===== src/rtl/hbm_pkg.sv =====
package hbm_pkg;

  typedef enum logic [1:0] {
    ST_IDLE  = 2'd0,
    ST_SETUP = 2'd1,
    ST_XFER  = 2'd2,
    ST_DONE  = 2'd3
  } hbm_state_e;

  typedef enum logic {
    DIR_TO_LOCAL = 1'b0,
    DIR_TO_HUB   = 1'b1
  } hbm_dir_e;

endpackage


===== src/rtl/hbm_seq.sv =====
module hbm_seq
  import hbm_pkg::*;
#(
  parameter int IDX_W     = 4,
  parameter int CNT_W     = 4,
  parameter int SETUP_CYC = 2
) (
  input  logic             clk,
  input  logic             rst_n,
  input  logic [IDX_W-1:0] slot_pos,
  input  logic             cmd_valid,
  input  logic [CNT_W-1:0] cmd_count,
  output logic             accept,
  output logic             xfer,
  output logic             stall,
  output logic             done,
  output logic [IDX_W-1:0] idx,
  output logic [CNT_W-1:0] blk
);

  localparam int SC_W = (SETUP_CYC > 1) ? $clog2(SETUP_CYC) : 1;

  hbm_state_e       state_q, state_d;
  logic [SC_W-1:0]  sc_q, sc_d;
  logic [IDX_W-1:0] idx_q, idx_d;
  logic [IDX_W-1:0] beat_q, beat_d;
  logic [CNT_W-1:0] blk_q, blk_d;
  logic [CNT_W-1:0] last_q, last_d;
  logic             ctr_en;

  always_comb begin
    state_d = state_q;
    sc_d    = sc_q;
    idx_d   = idx_q;
    beat_d  = beat_q;
    blk_d   = blk_q;
    last_d  = last_q;
    accept  = (state_q == ST_IDLE) && cmd_valid;
    case (state_q)
      ST_IDLE: begin
        if (accept) begin
          state_d = ST_SETUP;
          sc_d    = '0;
          last_d  = cmd_count - CNT_W'(1);
        end
      end
      ST_SETUP: begin
        if (sc_q == SC_W'(SETUP_CYC - 1)) begin
          state_d = ST_XFER;
          idx_d   = slot_pos + IDX_W'(1);
          beat_d  = '0;
          blk_d   = '0;
        end else begin
          sc_d = sc_q + SC_W'(1);
        end
      end
      ST_XFER: begin
        idx_d  = idx_q + IDX_W'(1);
        beat_d = beat_q + IDX_W'(1);
        if (beat_q == {IDX_W{1'b1}}) begin
          if (blk_q == last_q) begin
            state_d = ST_DONE;
          end else begin
            blk_d = blk_q + CNT_W'(1);
          end
        end
      end
      ST_DONE: state_d = ST_IDLE;
      default: state_d = ST_IDLE;
    endcase
  end

  assign ctr_en = (state_q != ST_IDLE) || accept;

  always_ff @(posedge clk or negedge rst_n) begin
    if (!rst_n) begin
      state_q <= ST_IDLE;
    end else begin
      state_q <= state_d;
    end
  end

  always_ff @(posedge clk or negedge rst_n) begin
    if (!rst_n) begin
      sc_q   <= '0;
      idx_q  <= '0;
      beat_q <= '0;
      blk_q  <= '0;
      last_q <= '0;
    end else if (ctr_en) begin
      sc_q   <= sc_d;
      idx_q  <= idx_d;
      beat_q <= beat_d;
      blk_q  <= blk_d;
      last_q <= last_d;
    end
  end

  assign xfer  = (state_q == ST_XFER);
  assign stall = (state_q == ST_SETUP) || (state_q == ST_XFER);
  assign done  = (state_q == ST_DONE);
  assign idx   = idx_q;
  assign blk   = blk_q;

endmodule


===== src/rtl/hbm_addr.sv =====
module hbm_addr #(
  parameter int LCL_AW = 9,
  parameter int MEM_AW = 17,
  parameter int IDX_W  = 4,
  parameter int CNT_W  = 4
) (
  input  logic [LCL_AW-1:0] lcl_base,
  input  logic [MEM_AW-1:0] mem_base,
  input  logic [CNT_W-1:0]  blk,
  input  logic [IDX_W-1:0]  idx,
  output logic [LCL_AW-1:0] lcl_addr,
  output logic [MEM_AW-1:0] mem_addr
);

  localparam int OFF_W = CNT_W + IDX_W;

  logic [OFF_W-1:0] offs;

  // block number selects the 16-long group, idx the wrapped long within it
  assign offs     = {blk, idx};
  assign mem_addr = mem_base + MEM_AW'(offs);
  assign lcl_addr = lcl_base + LCL_AW'(offs);

endmodule


===== src/rtl/hbm_mover.sv =====
module hbm_mover
  import hbm_pkg::*;
#(
  parameter int LCL_AW    = 9,
  parameter int MEM_AW    = 17,
  parameter int DW        = 32,
  parameter int SLOTS     = 16,
  parameter int CNT_W     = 4,
  parameter int SETUP_CYC = 2,
  localparam int IDX_W    = $clog2(SLOTS)
) (
  input  logic              clk,
  input  logic              rst_n,
  input  logic [IDX_W-1:0]  slot_pos,
  input  logic              cmd_valid,
  input  logic              cmd_dir,
  input  logic [LCL_AW-1:0] cmd_lcl_base,
  input  logic [MEM_AW-1:0] cmd_mem_base,
  input  logic [CNT_W-1:0]  cmd_count,
  output logic              stall,
  output logic              done,
  output logic              mem_en,
  output logic              mem_we,
  output logic [MEM_AW-1:0] mem_addr,
  output logic [DW-1:0]     mem_wdata,
  input  logic [DW-1:0]     mem_rdata,
  output logic              lcl_en,
  output logic              lcl_we,
  output logic [LCL_AW-1:0] lcl_addr,
  output logic [DW-1:0]     lcl_wdata,
  input  logic [DW-1:0]     lcl_rdata
);

  logic             accept;
  logic             xfer;
  logic [IDX_W-1:0] idx;
  logic [CNT_W-1:0] blk;

  hbm_dir_e          dir_q;
  logic [LCL_AW-1:0] lbase_q;
  logic [MEM_AW-1:0] mbase_q;

  always_ff @(posedge clk or negedge rst_n) begin
    if (!rst_n) begin
      dir_q   <= DIR_TO_LOCAL;
      lbase_q <= '0;
      mbase_q <= '0;
    end else if (accept) begin
      dir_q   <= hbm_dir_e'(cmd_dir);
      lbase_q <= cmd_lcl_base;
      mbase_q <= cmd_mem_base;
    end
  end

  hbm_seq #(
    .IDX_W    (IDX_W),
    .CNT_W    (CNT_W),
    .SETUP_CYC(SETUP_CYC)
  ) u_seq (
    .clk      (clk),
    .rst_n    (rst_n),
    .slot_pos (slot_pos),
    .cmd_valid(cmd_valid),
    .cmd_count(cmd_count),
    .accept   (accept),
    .xfer     (xfer),
    .stall    (stall),
    .done     (done),
    .idx      (idx),
    .blk      (blk)
  );

  hbm_addr #(
    .LCL_AW(LCL_AW),
    .MEM_AW(MEM_AW),
    .IDX_W (IDX_W),
    .CNT_W (CNT_W)
  ) u_addr (
    .lcl_base(lbase_q),
    .mem_base(mbase_q),
    .blk     (blk),
    .idx     (idx),
    .lcl_addr(lcl_addr),
    .mem_addr(mem_addr)
  );

  always_comb begin
    mem_en    = xfer;
    lcl_en    = xfer;
    mem_we    = xfer && (dir_q == DIR_TO_HUB);
    lcl_we    = xfer && (dir_q == DIR_TO_LOCAL);
    mem_wdata = mem_we ? lcl_rdata : '0;
    lcl_wdata = lcl_we ? mem_rdata : '0;
  end

endmodule


===== config.mk =====
export PLATFORM = sky130hd
export DESIGN_NAME = hbm_mover
export DESIGN_NICKNAME = d
export VERILOG_FILES = /design/src/rtl/hbm_pkg.sv /design/src/rtl/hbm_seq.sv /design/src/rtl/hbm_addr.sv /design/src/rtl/hbm_mover.sv
export SDC_FILE = /design/constraint.sdc
export NUM_CORES = 1
export LEC_CHECK = 0
export ABC_AREA = 1
export CAP_MARGIN = 20
export CORE_MARGIN = 4
export CORE_UTILIZATION = 30
export DETAILED_ROUTE_END_ITERATION = 7
export PLACE_DENSITY = 0.72
export REMOVE_ABC_BUFFERS = 1
export SYNTH_ARGS = -nofsm -noshare
export SYNTH_HDL_FRONTEND = slang
export SYNTH_HIERARCHICAL = 1
export SYNTH_SLANG_ARGS = --single-unit

===== constraint.sdc =====
create_clock -name clk -period 3 [get_ports clk]
set_input_delay 0.75 -clock clk [delete_from_list [all_inputs] [get_ports clk]]
set_output_delay 0.75 -clock clk [all_outputs]
set_load 0.05 [all_outputs]

==> results of run 1 <==
## cells by family after synthesis
group / count (synthesis)
AO/OA/AOI/OAI: 23
XOR/XNOR: 20
flip-flops: 46
buffers and inverters: 137
adder cells (fa/ha/maj): 27
AND/OR/NAND/NOR: 342
## critical path: cells and delay by family (launching register included)
kind	cells	cell delay, ps
buffers and inverters	1	180
XOR/XNOR	1	200
AO/OA/AOI/OAI	1	190
adder cells (fa/ha/maj)	2	670
flip-flops	1	410
AND/OR/NAND/NOR	2	210
## final cells by class
cell class | count | area, µm² | share of cell area
inverters | 122 | 462 | 0.0668
repair buffers | 202 | 2830 | 0.409
clock buffers | 7 | 143 | 0.0206
clock inverters | 1 | 5.00 | 0.000724
flip-flops and latches | 46 | 1150 | 0.167
multi-input cells | 412 | 2110 | 0.306
well taps | 168 | 210 | 0.0304
## cell usage in the layout, fill, tap and decap left out, drive strengths merged
cell type | synthesis | final
a21o | 1 | 1
nand3b | 2 | 2
nand2 | 214 | 214
clkdlybuf4s50 | 0 | 104
o21bai | 1 | 1
fa | 2 | 2
nand3 | 33 | 33
nor2 | 79 | 79
o31ai | 2 | 2
a21oi | 10 | 10
ha | 25 | 25
xor2 | 13 | 13
clkbuf | 0 | 7
nand4 | 8 | 8
clkinv | 1 | 2
buf | 15 | 98
inv | 121 | 121
o21ai | 9 | 9
nor3 | 3 | 3
xnor2 | 7 | 7
or2 | 3 | 3
dfrtp | 46 | 46
## state kept, by name, indices dropped and copies added, names as in the netlist
signal,cells
dir_q,1
u_seq/beat_q,4
u_seq/state_q,2
u_seq/idx,4
mbase_q,17
u_seq/sc_q,1
u_seq/last_q,4
lbase_q,9
u_seq/blk,4
## through the flow
stage | hold WS (ps) | utilization | worst slack (ps) | power (mW)
3_3_place_gp | 459 | 0.551 | 412 | 6.50
4_1_cts | 478 | 0.563 | 62.8 | 7.13
5_1_grt | 511 | 0.566 | 1.81 | 7.51
3_5_place_dp | 464 | 0.551 | 376 | 6.56
2_1_floorplan | 446 | - | -983 | 4.24
6_report | 480 | 0.566 | 107 | 7.10
## power by group
group	switching, mW	total (mW)	internal, mW
registers	0.260	1.14	0.881
clock network	0.221	0.551	0.330
logic	3.32	5.41	2.09
## path summary, 6_finish.rpt
kind,from,end,depth (start not counted)
setup / recovery,u_seq/idx[0],lcl_addr[6],7
hold / removal,lbase_q[4],lbase_q[4],2
setup reg to reg,u_seq/state_q[0],u_seq/blk[1],10
hold reg to reg,lbase_q[4],lbase_q[4],2
max in group asynchronous,rst_n,lbase_q[6],2
min in group asynchronous,rst_n,mbase_q[15],2
## metal layers
metal  vias to the layer above  wire length (µm)
li1                       2149                 -
met1                      1838              5440
met2                       155              6610
met3                         7              1120
met4                         2                64
met5                         -                 7
## what timing repair did
| item | 4_1_cts | 5_1_grt |
|---|---|---|
| hold buffers | 0 | 0 |
| setup endpoints to repair | 0 | 8 |
| gates resized for setup | 0 | 4 |
==> run metrics, run 1 <==
setup repair bufs after CTS 0; CP max-delay cell fa_1; compound-gate portion of the synthesized area 0.0351; area leader, netlist dfrtp_1; cells along the critical path ha_1, fa_1, nand3_1, nand2_1, a21oi_1, xnor2_1, buf_12; non-filler instance count after layout 958; Max Cap Viol 0; met1 usage 0.219; kind of critical path flop to output port; P&R area growth vs syn 81.3%; mux cell area share after synthesis 0; RePlAce Congestion 0.871; FP Rows 40; fraction of registers with async set/reset 1.00; H-Tree Depth 2; Worst Path Arrival 2140 ps; antenna diode instance count 0; YS warnings 6; Mapped Area 0.00381 mm²; main combinational cell family by area after synthesis simple AND/OR/NAND/NOR gates; Die Wd 121 µm; Yosys cell types 32; Post-route DRC 0; fmax 346 MHz; crit-path max FO 4; GR Overflow Total 0; Design Area, Final 0.00691 mm²; Post-Synth Adder-Cell Area 0.0926; largest net degree at the start of global routing 47; M3 GR Usage 0.0412; worst reg2reg setup slack 880 ps; power per cell area 1030 mW/mm²; routed len/inst 13.8 µm; Core ar. 0.0122 mm²; Worst Skew 6.82 ps; Worst EP required 2250 ps; fin. max-slew vios 0; Top-Level Pins 198; first-pass GRT wire length 20700 µm; critical path startpoint category flop; share of cells above drive strength 1 0.161; Tmin final 2890 ps; Hold Path Class flop to flop; Iteration-0 DRC Markers 212; die area 0.0146 mm²; CTS sink cnt 46; Worst-Margin Slew 586 ps; Mapped Avg Cell Area 6.41 µm²; Simple-Gate Fraction of Synth Area 0.373; grt peak-use layer met2; status finished, final reports clean; Synth Instances 595; vias in the first global route 3858; Routed Antenna Nets 0; Final Hold Viols 0; CTS clk-pin slew, worst paths 60 ps; Peak VDD IR 0.947 mV; total routed wirelength 13200 µm; setup TNS 0 ps; highest cell delay on the worst timing path 420 ps; count leader, synth nand2_1; Final nets 918; initial antenna violation count 1; initial core utilization 0.312; Total GRT Usage 0.177; DRT Pass-1 Iters 5; number of port buffers 197; post-route clock period utilization 0.964; Fillers 1121; CTS tree done; DP Area 0.00673 mm²; Root Driver clkbuf_16; Yosys reg bits 46; Synth Area in XOR/XNOR 0.0460; Slew headroom 0.609; endpoint type of the worst setup path output port; Area contributors post-synth dfrtp_1 (30%), nand2_1 (20%), inv_1 (12%); routed via count 4151; Top FF cell, synth dfrtp_1; vias per cell 4.33; Setup Viol. Count Final 0; number of enable flip-flop cells after synthesis 0; Num CTS Buffers 5; hpwl dp 11100 µm; Max Root-Sink Buffers 2; Cells after DPL 950; post-synthesis sequential area ratio 0.302; RSZ-0062 raised after global routing false; Clk Latency, worst-skew pair 280 ps; share of the synthesized area in the top cell type 0.302; Synth top cells by count nand2_1 (208), inv_1 (118), nor2_1 (76); met2 usage 0.321; leakage 3.71 nW; die height 121 µm
No activity file was read; power rests on OpenSTA's default activity.
==> run 2: changes to the inputs <==
- ABC_CLOCK_PERIOD_IN_PS: not set -> 3000
- PLACE_DENSITY: 0.72 -> 0.73
- SKIP_CTS_REPAIR_TIMING: not set -> 1
==> run 2 against run 1 <==
  * Routed wire length rose by 0.13%
  * Total power rose by 1.1%
  * Maximum frequency rose by 0.38%
  * Final area rose by 0.53%
  * First-iteration DRC count rose by 12%
  * Clock skew fell by 2.0 ps
  * Global-route usage fell by 0.19 points
  * Worst setup slack improved by 11 ps
  * Die area did not move
  * Critical path type unchanged
  * Largest cell class unchanged
  * Highest routed layer is now met4
==> run metrics, run 2 (synthesis gave the netlist of run 1 again) <==
RePlAce Congestion 0.867; Pint 3.39 mW; register area 0.00115 mm²; GR Overflow Total 0; Design Area, Final 0.00695 mm²; post-route clock period utilization 0.961; cells along the critical path ha_1, fa_1, nand3_1, nand2_2, a21oi_1, xnor2_1, buf_12; Hold Slack 299 ps; Worst-Margin Slew 527 ps; Largest regs mbase_q x17, lbase_q x9; Setup Viol. Count Final 0; H-Tree Depth 2; Num CTS Buffers 5; die height 121 µm; CTS sink cnt 46; Tmin final 2880 ps; total routed wirelength 13300 µm; Core ar. 0.0122 mm²; Peak VDD IR 1.00 mV; non-filler instance count after layout 960; CTS tree done; Final Hold Viols 0; endpoint type of the worst setup path output port; Top-Level Pins 198; fin util 0.569; Worst Skew 4.80 ps; vias per cell 4.36; Clk Latency, worst-skew pair 280 ps; Total GRT Usage 0.176; DP Area 0.00673 mm²; setup TNS 0 ps; final worst slack 118 ps; DRT Pass-1 Iters 5; initial core utilization 0.312; most common cell after layout, fill and taps aside nand2_1; Multi-input gate area 0.00210 mm²; vias in the first global route 3848; Iteration-0 DRC Markers 238; die area 0.0146 mm²; leakage 3.73 nW; CP max-delay cell fa_1; Logic pwr share 0.752; P_sw 3.79 mW; CTS clk-pin slew, worst paths 60 ps; pre-CTS WS 379 ps; share of cells above drive strength 1 0.162; fin. max-slew vios 0; Max Root-Sink Buffers 2; initial antenna violation count 2; Top delay family on crit path adder cells; routed via count 4184; sequential power share 0.160; Tot Pwr 7.18 mW; fmax 347 MHz; switch share 0.528; number of port buffers 197; first-pass GRT wire length 20400 µm; WP buf/inv 1; RSZ-0062 raised after global routing false; highest cell delay on the worst timing path 430 ps; Cells after DPL 950; max reg flops 17; Worst EP required 2250 ps; Die Wd 121 µm; Slew headroom 0.648; Routed Antenna Nets 0; Fillers 1116; kind of critical path flop to output port; critical path startpoint category flop; largest net degree at the start of global routing 47; status finished, final reports clean; crit-path max FO 4; Final nets 919; P&R area growth vs syn 82.2%; power per cell area 1030 mW/mm²; Root Driver clkbuf_16; Worst Path Arrival 2130 ps; register bank with the most flops mbase_q; FP Rows 40; commonest cells after routing, fill and taps aside nand2_1 (207), inv_1 (118), clkdlybuf4s50_1 (104); hpwl dp 11100 µm; Clock power frac 0.088; Max Cap Viol 0; routed len/inst 13.8 µm; Hold Path Class input pin to asynchronous set/reset pin; Post-route DRC 0
[run 2: worst paths after layout]
path / start / endpoint / slack, ps / cells past startpoint
worst max-delay path: u_seq/idx[0] / lcl_addr[6] / 120 / 7
worst min-delay path: rst_n / mbase_q[14] / 300 / 1
worst max register to register: u_seq/state_q[0] / u_seq/blk[2] / 900 / 10
worst min register to register: mbase_q[7] / mbase_q[7] / 470 / 2
max in group asynchronous: rst_n / lbase_q[7] / 2240 / 2
min in group clk: mbase_q[7] / mbase_q[7] / 470 / 2
[run 2: final cells by class]
class,instances,area share
tap,168,0.0303
timing repair buffer,203,0.410
sequential,46,0.166
clock buffer,6,0.0200
clock inverter,1,0.00432
antenna,2,0.000721
multi-input combinational,412,0.303
inverter,122,0.0665
[run 2: layer usage]
| layer | vias to the layer above | wire length, µm | GRT usage |
|---|---|---|---|
| met5 | - | 0 | 0 |
| li1 | 2153 | - | - |
| met3 | 8 | 892 | 0.0290 |
| met4 | 0 | 173 | 0.0439 |
| met2 | 161 | 6690 | 0.320 |
| met1 | 1862 | 5500 | 0.214 |
[run 2: power groups by stage]
stage | clock network (mW) | logic [mW] | registers (mW)
finish | 0.633 | 5.40 | 1.14
global route | 0.673 | 5.73 | 1.19
CTS | 0.645 | 5.43 | 1.14
detailed placement | 0 | 5.40 | 1.15
global placement | 0 | 5.36 | 1.14
floorplan | 0 | 3.17 | 1.07
==> run 3: changes to the inputs <==
- CORE_UTILIZATION: 30 -> 44
- PLACE_DENSITY: 0.73 -> 0.95
==> run 3 against run 2 <==
  * The run now ends with design-rule violations, negative setup slack left
  * First-iteration DRC count grew to 2.6 times the previous value
  * Flip-flop and latch count is the same
  * Clock power is 25% lower
  * Hold slack got worse by 47 ps
  * Routed wire length increased by 27%
  * Sequential power is 4% higher
  * Maximum frequency shrank 5.5%
  * Combinational power increased by 5.0%
  * Clock skew fell by 0.81 ps
  * Core utilization rose by 25 points
  * Largest power group unchanged
==> run metrics, run 3 (synthesis gave the netlist of run 1 again) <==
Post-route DRC 1; die area 0.0102 mm²; Cells after DPL 886; Hold Slack 252 ps; R2R Path End u_seq/blk[1]; FP Rows 33; Final nets 919; Worst EP required 2250 ps; initial core utilization 0.457; fin. max-slew vios 0; Top-Level Pins 198; Hold Path Class input pin to asynchronous set/reset pin; critical path startpoint category flop; critical path startpoint u_seq/blk[1]; initial antenna violation count 2; Largest regs mbase_q x17, lbase_q x9; non-filler instance count after layout 898; cells along the critical path ha_4, nand2_1, inv_1, a21oi_1, nand2_1, nand2_1, nand2_1, nand2_1, nand2_1, buf_12; DRT Pass-1 Iters 8; fmax 328 MHz; hpwl dp 12400 µm; first-pass GRT wire length 23800 µm; number of port buffers 197; commonest cells after routing, fill and taps aside nand2_1 (207), inv_1 (118), clkdlybuf4s50_1 (104); RePlAce Congestion 0.961; leakage 3.70 nW; GR Overflow Total 0; failing checks design-rule violations, negative setup slack; Reg-to-Reg Start u_seq/state_q[0]; Core ar. 0.00834 mm²; register bank with the most flops mbase_q; Worst Path Arrival 2300 ps; Iteration-0 DRC Markers 607; most common cell after layout, fill and taps aside nand2_1; WP buf/inv 2; Total GRT Usage 0.296; Worst-Margin Slew 546 ps; crit-path max FO 8; Top delay family on crit path simple AND/OR/NAND/NOR gates; endpoint type of the worst setup path output port; Setup Viol. Count Final 3; vias per cell 5.46; Slew headroom 0.635; Tmin final 3050 ps; CTS tree done; kind of critical path flop to output port; Root Driver clkbuf_8; Die Wd 101 µm; power per cell area 1070 mW/mm²; Clk Latency, worst-skew pair 300 ps; cell count of the worst reg-to-reg path 9; H-Tree Depth 2; Worst path most repeated cell nand2_1; status finished with violations; CP max-delay cell dfrtp_2; Peak VDD IR 1.05 mV; final worst slack -51.5 ps; Routed Antenna Nets 0; vias in the first global route 4695; Max Root-Sink Buffers 2; total routed wirelength 16900 µm; Worst Skew 4.00 ps; worst reg2reg setup slack 700 ps; highest cell delay on the worst timing path 510 ps; routed via count 4904; share of cells above drive strength 1 0.169; Final Hold Viols 0; routed len/inst 18.8 µm; CTS clk-pin slew, worst paths 90 ps; CTS sink cnt 46; Max Cap Viol 0; largest net degree at the start of global routing 47; max reg flops 17; post-route clock period utilization 1.02; P&R area growth vs syn 79.9%; Critical Path Stages 10; Num CTS Buffers 5; die height 101 µm
[run 3: per-stage QoR]
stage | power, mW | setup slack, ps | util | instance area, µm² | TNS (ps)
3_3_place_gp | 6.41 | 430 | 0.797 | 6650 | 0
4_1_cts | 7.13 | 31.3 | 0.809 | 6750 | 0
3_5_place_dp | 6.62 | 382 | 0.797 | 6650 | 0
2_1_floorplan | 4.24 | -983 | - | 3700 | -62290
5_1_grt | 7.65 | -301 | 0.822 | 6860 | -924
6_report | 7.33 | -51.5 | 0.822 | 6860 | -99.1
[run 3: where the power goes]
| part | internal (mW) | switching (mW) |
|---|---|---|
| Combinational | 2.14 | 3.53 |
| Clock | 0.250 | 0.222 |
| Sequential | 0.878 | 0.309 |
| Total | 3.27 | 4.06 |
[run 3: cell type report]
| cell class | instances | area, µm² |
|---|---|---|
| Antenna cell | 2 | 5.00 |
| Clock buffer | 7 | 76.3 |
| Clock inverter | 1 | 30.0 |
| Fill cell | 456 | 1490 |
| Inverter | 122 | 462 |
| Multi-Input combinational cell | 412 | 2150 |
| Sequential cell | 46 | 1150 |
| Tap cell | 105 | 131 |
| Timing Repair Buffer | 203 | 2850 |
[run 3: worst max-delay path by stage]
stage / to / slack (ps)
4_1_cts: mem_addr[8] / 30
6_report: mem_addr[11] / -50
3_3_place_gp: mem_addr[8] / 430
2_1_floorplan: mem_wdata[0] / -980
5_1_grt: mem_addr[7] / -300
3_5_place_dp: mem_addr[8] / 380
[run 3: per-layer routing]
| layer | vias to the layer above | routed length (µm) | GRT usage |
|---|---|---|---|
| met4 | 0 | 1050 | 0.126 |
| met3 | 111 | 1830 | 0.0630 |
| met2 | 437 | 8580 | 0.558 |
| li1 | 2151 | - | - |
| met1 | 2205 | 5390 | 0.313 |
| met5 | - | 0 | 0 |
